--- config.mk ---
export PLATFORM = sky130hd
export DESIGN_NAME = wdt_rollkey
export DESIGN_NICKNAME = d
export VERILOG_FILES = /design/src/rtl/wdt_rollkey.sv
export SDC_FILE = /design/constraint.sdc
export NUM_CORES = 1
export LEC_CHECK = 0
export ABC_CLOCK_PERIOD_IN_PS = 2600
export BUFFER_PORTS_ARGS = -buffer_cell sky130_fd_sc_hd__buf_2
export CORE_AREA = 2 2 73 109
export DETAILED_ROUTE_END_ITERATION = 10
export DIE_AREA = 0 0 75 111
export GPL_TIMING_DRIVEN = 0
export MAX_ROUTING_LAYER = met4
export PLACE_DENSITY = 0.77
export SLEW_MARGIN = 10
export SYNTH_ARGS = -nofsm -noshare
export SYNTH_HDL_FRONTEND = slang
export SYNTH_SLANG_ARGS = --single-unit
--- constraint.sdc ---
create_clock -name clk -period 2.6 [get_ports clk]
set_input_delay 0 -clock clk [delete_from_list [all_inputs] [get_ports clk]]
set_output_delay 0 -clock clk [all_outputs]
set_load 0.02 [all_outputs]
--- src/rtl/wdt_rollkey.sv ---
module wdt_rollkey #(
  parameter int CNT_W = 16,
  parameter int KEY_W = 32,
  parameter logic [KEY_W-1:0] KEY_INIT = 32'hA5A5A5A5,
  parameter int BITE_CYC = 16
) (
  input  logic             clk,
  input  logic             rst_n,
  input  logic             ctl_we,
  input  logic [CNT_W-1:0] ctl_wdata,
  input  logic             key_we,
  input  logic [KEY_W-1:0] key_wdata,
  output logic             sys_rst_o,
  output logic [KEY_W-1:0] key_o,
  output logic [CNT_W-1:0] count_o
);

  localparam int PW = $clog2(BITE_CYC + 1);
  localparam logic [CNT_W-1:0] ONE = CNT_W'(1);

  logic [CNT_W-1:0] trig_q, cnt_q;
  logic [KEY_W-1:0] key_q;
  logic [PW-1:0]    pulse_q;

  wire en     = |trig_q;
  wire svc_in = key_we && !ctl_we && en;
  wire key_ok = key_wdata == key_q;
  wire serve  = svc_in && key_ok;
  wire bad    = svc_in && !key_ok;
  wire expire = en && !ctl_we && !key_we && (cnt_q == ONE);
  wire bite   = bad || expire;

  always_ff @(posedge clk or negedge rst_n) begin
    if (!rst_n) begin
      trig_q <= '0;
      cnt_q  <= '0;
      key_q  <= KEY_INIT;
    end else if (ctl_we) begin
      trig_q <= ctl_wdata;
      cnt_q  <= ctl_wdata;
      key_q  <= KEY_INIT;
    end else if (bite) begin
      cnt_q  <= trig_q;
      key_q  <= KEY_INIT;
    end else if (serve) begin
      cnt_q  <= trig_q;
      key_q  <= ~key_wdata;
    end else if (en) begin
      cnt_q  <= cnt_q - ONE;
    end
  end

  always_ff @(posedge clk or negedge rst_n) begin
    if (!rst_n)              pulse_q <= '0;
    else if (bite)           pulse_q <= PW'(BITE_CYC);
    else if (pulse_q != '0)  pulse_q <= pulse_q - PW'(1);
  end

  assign sys_rst_o = pulse_q != '0;
  assign key_o     = key_q;
  assign count_o   = cnt_q;


  ctl_load_chk: assert property (@(posedge clk) disable iff (!rst_n)
    ctl_we |=> (count_o == $past(ctl_wdata)) && (key_o == KEY_INIT));


  count_step_chk: assert property (@(posedge clk) disable iff (!rst_n)
    (en && !ctl_we && !key_we && count_o > ONE) |=> count_o == $past(count_o) - ONE);


  disabled_idle_chk: assert property (@(posedge clk) disable iff (!rst_n)
    (!en && !ctl_we) |=> $stable(count_o) && $stable(key_o));


  key_roll_chk: assert property (@(posedge clk) disable iff (!rst_n)
    serve |=> key_o == ~$past(key_wdata));


  bad_key_bite_chk: assert property (@(posedge clk) disable iff (!rst_n)
    bad |=> sys_rst_o && key_o == KEY_INIT);


  expire_bite_chk: assert property (@(posedge clk) disable iff (!rst_n)
    expire |=> sys_rst_o && count_o == $past(trig_q));


  pulse_hold_chk: assert property (@(posedge clk) disable iff (!rst_n)
    (sys_rst_o && pulse_q > PW'(1)) |=> sys_rst_o);

endmodule

==> results of run 1 <==
==> repair_timing <==
action | in CTS | in global routing
hold endpoints to repair | 116 | 0
hold buffers | 49 | 0
pin swaps | 0 | 1
endpoints found under the setup margin | 3 | 35
gates resized for setup | 1 | 4
setup buffers | 0 | 1
==> worst max-delay path by stage <==
stage                     startpoint           to  slack (ps)  cells past startpoint
after global routing      trig_q[15]    key_o[26]           5                      8
after detailed placement  count_o[1]   count_o[4]         -30                      8
after CTS                 count_o[1]   count_o[4]          40                      8
final                     count_o[4]  count_o[15]         160                      7
after global placement    count_o[1]  count_o[15]         -10                      8
after floorplan           count_o[1]   count_o[2]         310                      8
==> metal layers <==
metal | share of wire | GRT usage | up-vias
li1 | - | - | 1682
met1 | 0.36 | 0.357 | 1823
met2 | 0.52 | 0.504 | 228
met3 | 0.069 | 0.0582 | 58
met4 | 0.044 | 0.177 | 0
met5 | 0 | - | -
==> metrics by stage <==
step / cells / setup WS, ps / instance area, um2 / TNS [ps] / utilization
global placement: 562 / -13.0 / 4410 / -13.0 / 0.591
CTS: 628 / 39.1 / 5210 / 0 / 0.698
finish: 629 / 156 / 5230 / 0 / 0.701
detailed placement: 563 / -31.9 / 4440 / -49.4 / 0.595
floorplan: 362 / 310 / 3790 / 0 / -
global route: 629 / 5.29 / 5230 / 0 / 0.701
==> cell families (layout without fill, tap and decap cells) <==
| logic type | count (synthesis) | count (layout) |
|---|---|---|
| adders and majority gates | 4 | 4 |
| DFF | 69 | 69 |
| AOI/OAI and AO/OA | 99 | 99 |
| muxes | 13 | 13 |
| and+or+nand+nor | 104 | 104 |
| buffers and inverters | 34 | 199 |
| xor gates and xnor gates | 39 | 39 |
==> sequential cells by signal, indices dropped and copies added, names as in the netlist <==
signal   flops
count_o     16
pulse_q      5
key_o       32
trig_q      16
==> synth_stat cells (4+ instances only) <==
library cell	n
dfrtp_1	53
xnor2_1	38
o21ai_0	26
nand2_1	22
inv_1	18
o2bb2ai_1	17
dfstp_2	16
nand4_1	15
nor2_1	15
nor4_1	15
nor3_1	12
a21oi_1	11
a2bb2oi_2	10
mux2_2	9
clkbuf_1	8
a2bb2oi_1	6
nand3_1	6
a22oi_1	5
ha_1	4
mux2i_1	4
==> worst max-delay path, cell delays in order (launching register included) <==
cell	delay [ps]
dfrtp_1	370
clkbuf_1	220
or4_4	570
nor4_4	350
nor2_2	180
clkbuf_2	290
o21ai_0	230
o21ai_0	110
==> cell usage in the layout (no fill, tap or decap), types with 5 or more instances in the layout <==
cell type / count
a21oi_1: 11
a22oi_1: 5
a2bb2oi_1: 6
a2bb2oi_2: 10
buf_2: 100
clkbuf_1: 9
clkbuf_16: 9
dfrtp_1: 53
dfstp_2: 16
dlygate4sd3_1: 49
inv_1: 18
mux2_2: 9
nand2_1: 22
nand3_1: 6
nand4_1: 15
nor2_1: 14
nor3_1: 12
nor4_1: 14
o21ai_0: 26
o2bb2ai_1: 17
xnor2_1: 38
==> power groups by stage <==
stage                     Sequential [mW]  Combinational [mW]  Clock, mW
final                                1.27               0.627       1.16
after global routing                 1.28               0.691       1.21
after CTS                            1.26               0.618       1.18
after detailed placement             1.28               0.554          0
after global placement               1.27               0.531          0
after floorplan                      1.28               0.336          0
==> area by class of cell <==
type | instances | area share
multi-input combinational | 259 | 0.365
sequential | 69 | 0.334
timing repair buffer | 149 | 0.195
clock buffer | 15 | 0.0531
tap | 102 | 0.0244
buffer | 16 | 0.0148
inverter | 18 | 0.0129
clock inverter | 1 | 0.000957
==> out/results.tsv, run 1 <==
stage	metric	value	unit
status	status	completed	
detailed_routing	drt total wl	12200	um
finish	Filler cells	565	
finish	fraction of layout instances using a drive strength above 1	0.317	
yosys	Synth Warn #	0	
power_and_ir_drop	clock power share	0.380	
clocking	CTS Buf Count	9	
sta	Fmax achieved	0.409	GHz
sta	Slew @ Worst Pin	1040	ps
yosys	Distinct cells, synth	55	
place	DP HPWL	7900	um
power_and_ir_drop	Leak	2.20	nW
yosys	Yosys top cell area share	0.350	
detailed_routing	antenna viol nets, final	0	
power_and_ir_drop	sw frac	0.288	
yosys	post-synthesis instance total	362	
global_route	initial antenna violation count	0	
setup_path	Reg2Reg Setup Slack	160	ps
sta	Final period util	0.940	
sta	Final setup viols	0	
detailed_routing	Routed WL per cell	19.4	um
sta	post-layout min period	2440	ps
yosys	post-synthesis mux area share	0.0373	
global_route	Global Route Usage Sum	0.314	
global_route	remaining global-route overflow	0	
yosys	Avg Cell Area, Syn	10.5	um2
yosys	Yosys top cell by area	dfrtp_1	
sta	Final Max Tran Viols	0	
yosys	Synth area leaders	dfrtp_1 35%, dfstp_2 11%, xnor2_1 8.8%	
setup_path	reg2reg path depth	7	
floorplanning	# IOs	101	
power_and_ir_drop	NetSw	880	uW
yosys	largest family of logic cells by synthesized area	compound AO/OA/AOI/OAI gates	
sta	hold_ws	31.8	ps
place	Port Buf Inserts	98	
yosys	Post-Syn Nets	418	
clocking	Clock Pin Slew Worst Setup and Hold Paths	50	ps
power_and_ir_drop	Comb power frac	0.205	
sta	unrepaired setup endpoints after global routing	false	
power_and_ir_drop	PwrDens	584	nW/um2
detailed_routing	Initial DRC Count	336	
setup_path	CP max FO	10	
yosys	Seq cells post-synth	69	
floorplanning	std cell rows	39	
power_and_ir_drop	total power	3.06	mW
power_and_ir_drop	internal power	2.18	mW
yosys	Primary FF master, synth	dfrtp_1	
flow_run	MaxCap Viol Count	0	
yosys	Post-Synth Simple-Gate Area	0.155	
finish	diodes inserted	0	
sta	final hold vios	0	
finish	FF/Latch Area	1750	um2
yosys	Synth Cell Area	3790	um2
clocking	CTS Buffer Depth	2	
floorplanning	Die H	111	um
sta	relative slew slack	0.300	
setup_path	Critical R2R Launch	count_o[4]	
power_and_ir_drop	worst IR drop on VDD	0.414	mV
finish	Area Growth Syn to Fin	38.0	%
min_path	min-delay worst type	input pin to async pin	
clocking	worst skew pair latency	330	ps
place	GP Congestion	0.934	
yosys	Post-synth ARST share	1.00	
global_route	vias in the first global route	3892	
setup_path	arrival time worst endpoint	2650	ps
sta	final setup skew	6.57	ps
yosys	register area share after synthesis	0.461	
floorplanning	die width	75	um
detailed_routing	Post-route DRC	0	
yosys	Post-synth EDFFs	0	
finish	Multi-input gate area	1910	um2
setup_path	FF-to-FF End	count_o[15]	
floorplanning	area of the die	8330	um2
floorplanning	Initial Utilization	0.508	
yosys	Adder-Cell Fraction of Synth Area	0.0132	
detailed_routing	detailed-route vias per instance	6.03	
setup_path	Startpoint Class	register	
setup_path	crit path kind	register to register	
yosys	Compound-Gate Fraction of Synth Area	0.206	
setup_path	Crit. End Element	register	
finish	Final #Nets	578	
detailed_routing	vias	3791	
power_and_ir_drop	Seq pwr share	0.415	
global_route	largest net degree at the start of global routing	65	
detailed_routing	number of detailed-route iterations in the first pass	5	
yosys	xor/xnor share of the synthesized area	0.0901	
clocking	CTS H-tree lvls	3	
floorplanning	core area	7470	um2
clocking	clk sinks	69	
clocking	clk root buf	clkbuf_16	
setup_path	Critical Path RT	2800	ps
global_route	first-pass GRT wire length	19200	um
clocking	CTS tree	built	
No activity file was read; power rests on OpenSTA's default activity.
==> run 2: changes to the inputs <==
--- a/config.mk
+++ b/config.mk
@@ -7,12 +7,14 @@
 export LEC_CHECK = 0
 export ABC_CLOCK_PERIOD_IN_PS = 2600
 export BUFFER_PORTS_ARGS = -buffer_cell sky130_fd_sc_hd__buf_2
-export CORE_AREA = 2 2 73 109
+export CORE_AREA = 2 2 105 76
+export CTS_CLUSTER_SIZE = 8
 export DETAILED_ROUTE_END_ITERATION = 10
-export DIE_AREA = 0 0 75 111
+export DIE_AREA = 0 0 107 78
 export GPL_TIMING_DRIVEN = 0
+export HOLD_SLACK_MARGIN = 0.15
 export MAX_ROUTING_LAYER = met4
-export PLACE_DENSITY = 0.77
+export PLACE_DENSITY = 0.78
 export SLEW_MARGIN = 10
 export SYNTH_ARGS = -nofsm -noshare
 export SYNTH_HDL_FRONTEND = slang
==> run 2 against run 1 <==
- first-iteration DRC count grew 28%
- global-route usage is 2.1 points lower
- clock power is 25% lower
- sequential cell count stayed put
- fmax up 0.37%
- critical endpoint is now key_o[21]
==> out/results.tsv, run 2 (synthesized netlist as in run 1, its figures left out) <==
stage	metric	value	unit	change
power_and_ir_drop	PwrDens	535	nW/um2	was 584 nW/um2
global_route	remaining global-route overflow	0		unchanged
floorplanning	die width	107	um	was 75 um
floorplanning	Initial Utilization	0.523		was 0.508
global_route	first-pass GRT wire length	18500	um	was 19200 um
clocking	Clock Pin Slew Worst Setup and Hold Paths	70	ps	was 50 ps
floorplanning	area of the die	8350	um2	was 8330 um2
setup_path	CP max FO	10		unchanged
global_route	Global Route Usage Sum	0.293		was 0.314
finish	Multi-input gate area	1930	um2	was 1910 um2
clocking	clk sinks	69		unchanged
power_and_ir_drop	Leak	2.18	nW	was 2.20 nW
global_route	largest net degree at the start of global routing	50		was 65
clocking	clk root buf	clkbuf_8		was clkbuf_16
detailed_routing	drt total wl	11600	um	was 12200 um
detailed_routing	Post-route DRC	0		unchanged
clocking	CTS tree	built		unchanged
clocking	CTS Buf Count	9		unchanged
finish	Final #Nets	581		was 578
setup_path	Startpoint Class	register		unchanged
detailed_routing	Routed WL per cell	18.4	um	was 19.4 um
detailed_routing	Initial DRC Count	429		was 336
sta	Final setup viols	0		unchanged
finish	leading cell type in the layout, fill and taps excluded	buf_2		unchanged
clocking	worst skew pair latency	340	ps	was 330 ps
detailed_routing	number of detailed-route iterations in the first pass	5		unchanged
setup_path	arrival time worst endpoint	2700	ps	was 2650 ps
setup_path	sum of buffers and inverters on the critical path	3		was 2
global_route	vias in the first global route	3696		was 3892
floorplanning	# IOs	101		unchanged
floorplanning	std cell rows	26		was 39
sta	Final Max Tran Viols	0		unchanged
setup_path	CP startpoint	trig_q[9]		was count_o[4]
sta	setup_tns	0	ps	unchanged
setup_path	CP max-delay cell	nor4_2		was or4_4
power_and_ir_drop	total power	2.77	mW	was 3.06 mW
setup_path	Critical Path RT	2860	ps	was 2800 ps
sta	post-layout min period	2440	ps	about the same
floorplanning	Die H	78	um	was 111 um
setup_path	Max stage delay on crit path	450	ps	was 570 ps
sta	final setup skew	11.3	ps	was 6.57 ps
clocking	CTS Buffer Depth	2		unchanged
clocking	CTS H-tree lvls	3		unchanged
place	Port Buf Inserts	98		unchanged
sta	final hold vios	0		unchanged
floorplanning	core area	7250	um2	was 7470 um2
setup_path	cell family with most CP delay	simple AND/OR/NAND/NOR gates		unchanged
place	GP Congestion	0.974		was 0.934
detailed_routing	antenna viol nets, final	0		unchanged
finish	Non-Filler Instances	628		was 629
finish	max reg flops	32		unchanged
finish	diodes inserted	0		unchanged
sta	Final period util	0.937		was 0.940
sta	relative slew slack	0.345		was 0.300
setup_path	Crit. End Element	register		unchanged
finish	Area Growth Syn to Fin	36.7	%	was 38.0%
flow_run	MaxCap Viol Count	0		unchanged
finish	Filler cells	537		was 565
min_path	min-delay worst type	input pin to async pin		unchanged
finish	most frequent cells in the layout	101 x buf_2, 53 x dfrtp_1, 50 x dlygate4sd3_1		was 100 x buf_2, 53 x dfrtp_1, 49 x dlygate4sd3_1
global_route	initial antenna violation count	0		unchanged
place	dpl cells	559		was 563
place	DP HPWL	8040	um	was 7900 um
finish	FF/Latch Area	1750	um2	unchanged
sta	Slew @ Worst Pin	980	ps	was 1040 ps
detailed_routing	detailed-route vias per instance	6.04		was 6.03
power_and_ir_drop	worst IR drop on VDD	0.425	mV	was 0.414 mV
finish	fraction of layout instances using a drive strength above 1	0.326		was 0.317
status	status	completed		unchanged
setup_path	crit path kind	register to register		unchanged
sta	unrepaired setup endpoints after global routing	false		unchanged
sta	Fmax achieved	0.411	GHz	was 0.409 GHz
detailed_routing	vias	3794		was 3791
setup_path	crit-path cells	nor4_2 > and4_1 > buf_2 > nor2_2 > and4_1 > clkbuf_1 > buf_2 > a2bb2oi_2		was clkbuf_1 > or4_4 > nor4_4 > nor2_2 > clkbuf_2 > o21ai_0 > o21ai_0
setup_path	Critical R2R Launch	trig_q[9]		was count_o[4]
## run 2: routing by layer
layer / GRT usage / vias to the layer above / wire [um] / share of wire
li1: - / 1692 / - / -
met1: 0.398 / 1838 / 5030 / 0.44
met2: 0.427 / 237 / 5100 / 0.44
met3: 0.0933 / 27 / 1250 / 0.11
met4: 0.0753 / 0 / 178 / 0.015
met5: - / - / 0 / 0
## run 2: final cells by class
class,instances,share of cell area
Buffer,16,0.0150
Clock buffer,13,0.0348
Clock inverter,3,0.00314
Inverter,18,0.0130
Multi-Input combinational cell,259,0.372
Sequential cell,69,0.337
Tap cell,98,0.0237
Timing Repair Buffer,152,0.201
## run 2: tightest hold or removal path, stage by stage
cell,delay [ps]
dlygate4sd3_1,520
buf_4,130
buf_16,240
## run 2: stage by stage
| stage | setup WS [ps] | instance area (um2) | hold slack [ps] | utilization |
|---|---|---|---|---|
| finish | 165 | 5180 | 181 | 0.714 |
| global route | 17.1 | 5180 | 213 | 0.714 |
| CTS | 59.6 | 5140 | 183 | 0.708 |
| detailed placement | -15.6 | 4430 | -81.0 | 0.611 |
| global placement | 13.4 | 4400 | 160 | 0.607 |
| floorplan | 310 | 3790 | -296 | - |
## run 2: report_power, final
group	internal (mW)	switching, mW
Combinational	0.292	0.339
Sequential	1.16	0.110
Clock	0.455	0.413
Total	1.91	0.861
## run 2: final timing paths
path / end / slack, ps / depth (start not counted)
max: key_o[21] / 160 / 8
min: count_o[12] / 180 / 3
max reg2reg: key_o[21] / 160 / 8
min reg2reg: key_o[13] / 520 / 1
max in group asynchronous: trig_q[3] / 1060 / 3
min in group clk: key_o[18] / 350 / 3
## run 2: timing repair
item                                   in CTS  in global routing
resized for setup                           2                  6
pin swaps                                   0                  2
endpoints found under the hold margin     130                  0
setup endpoints to repair                   6                 28
buffers inserted                            0                  3
hold buffers                               50                  0
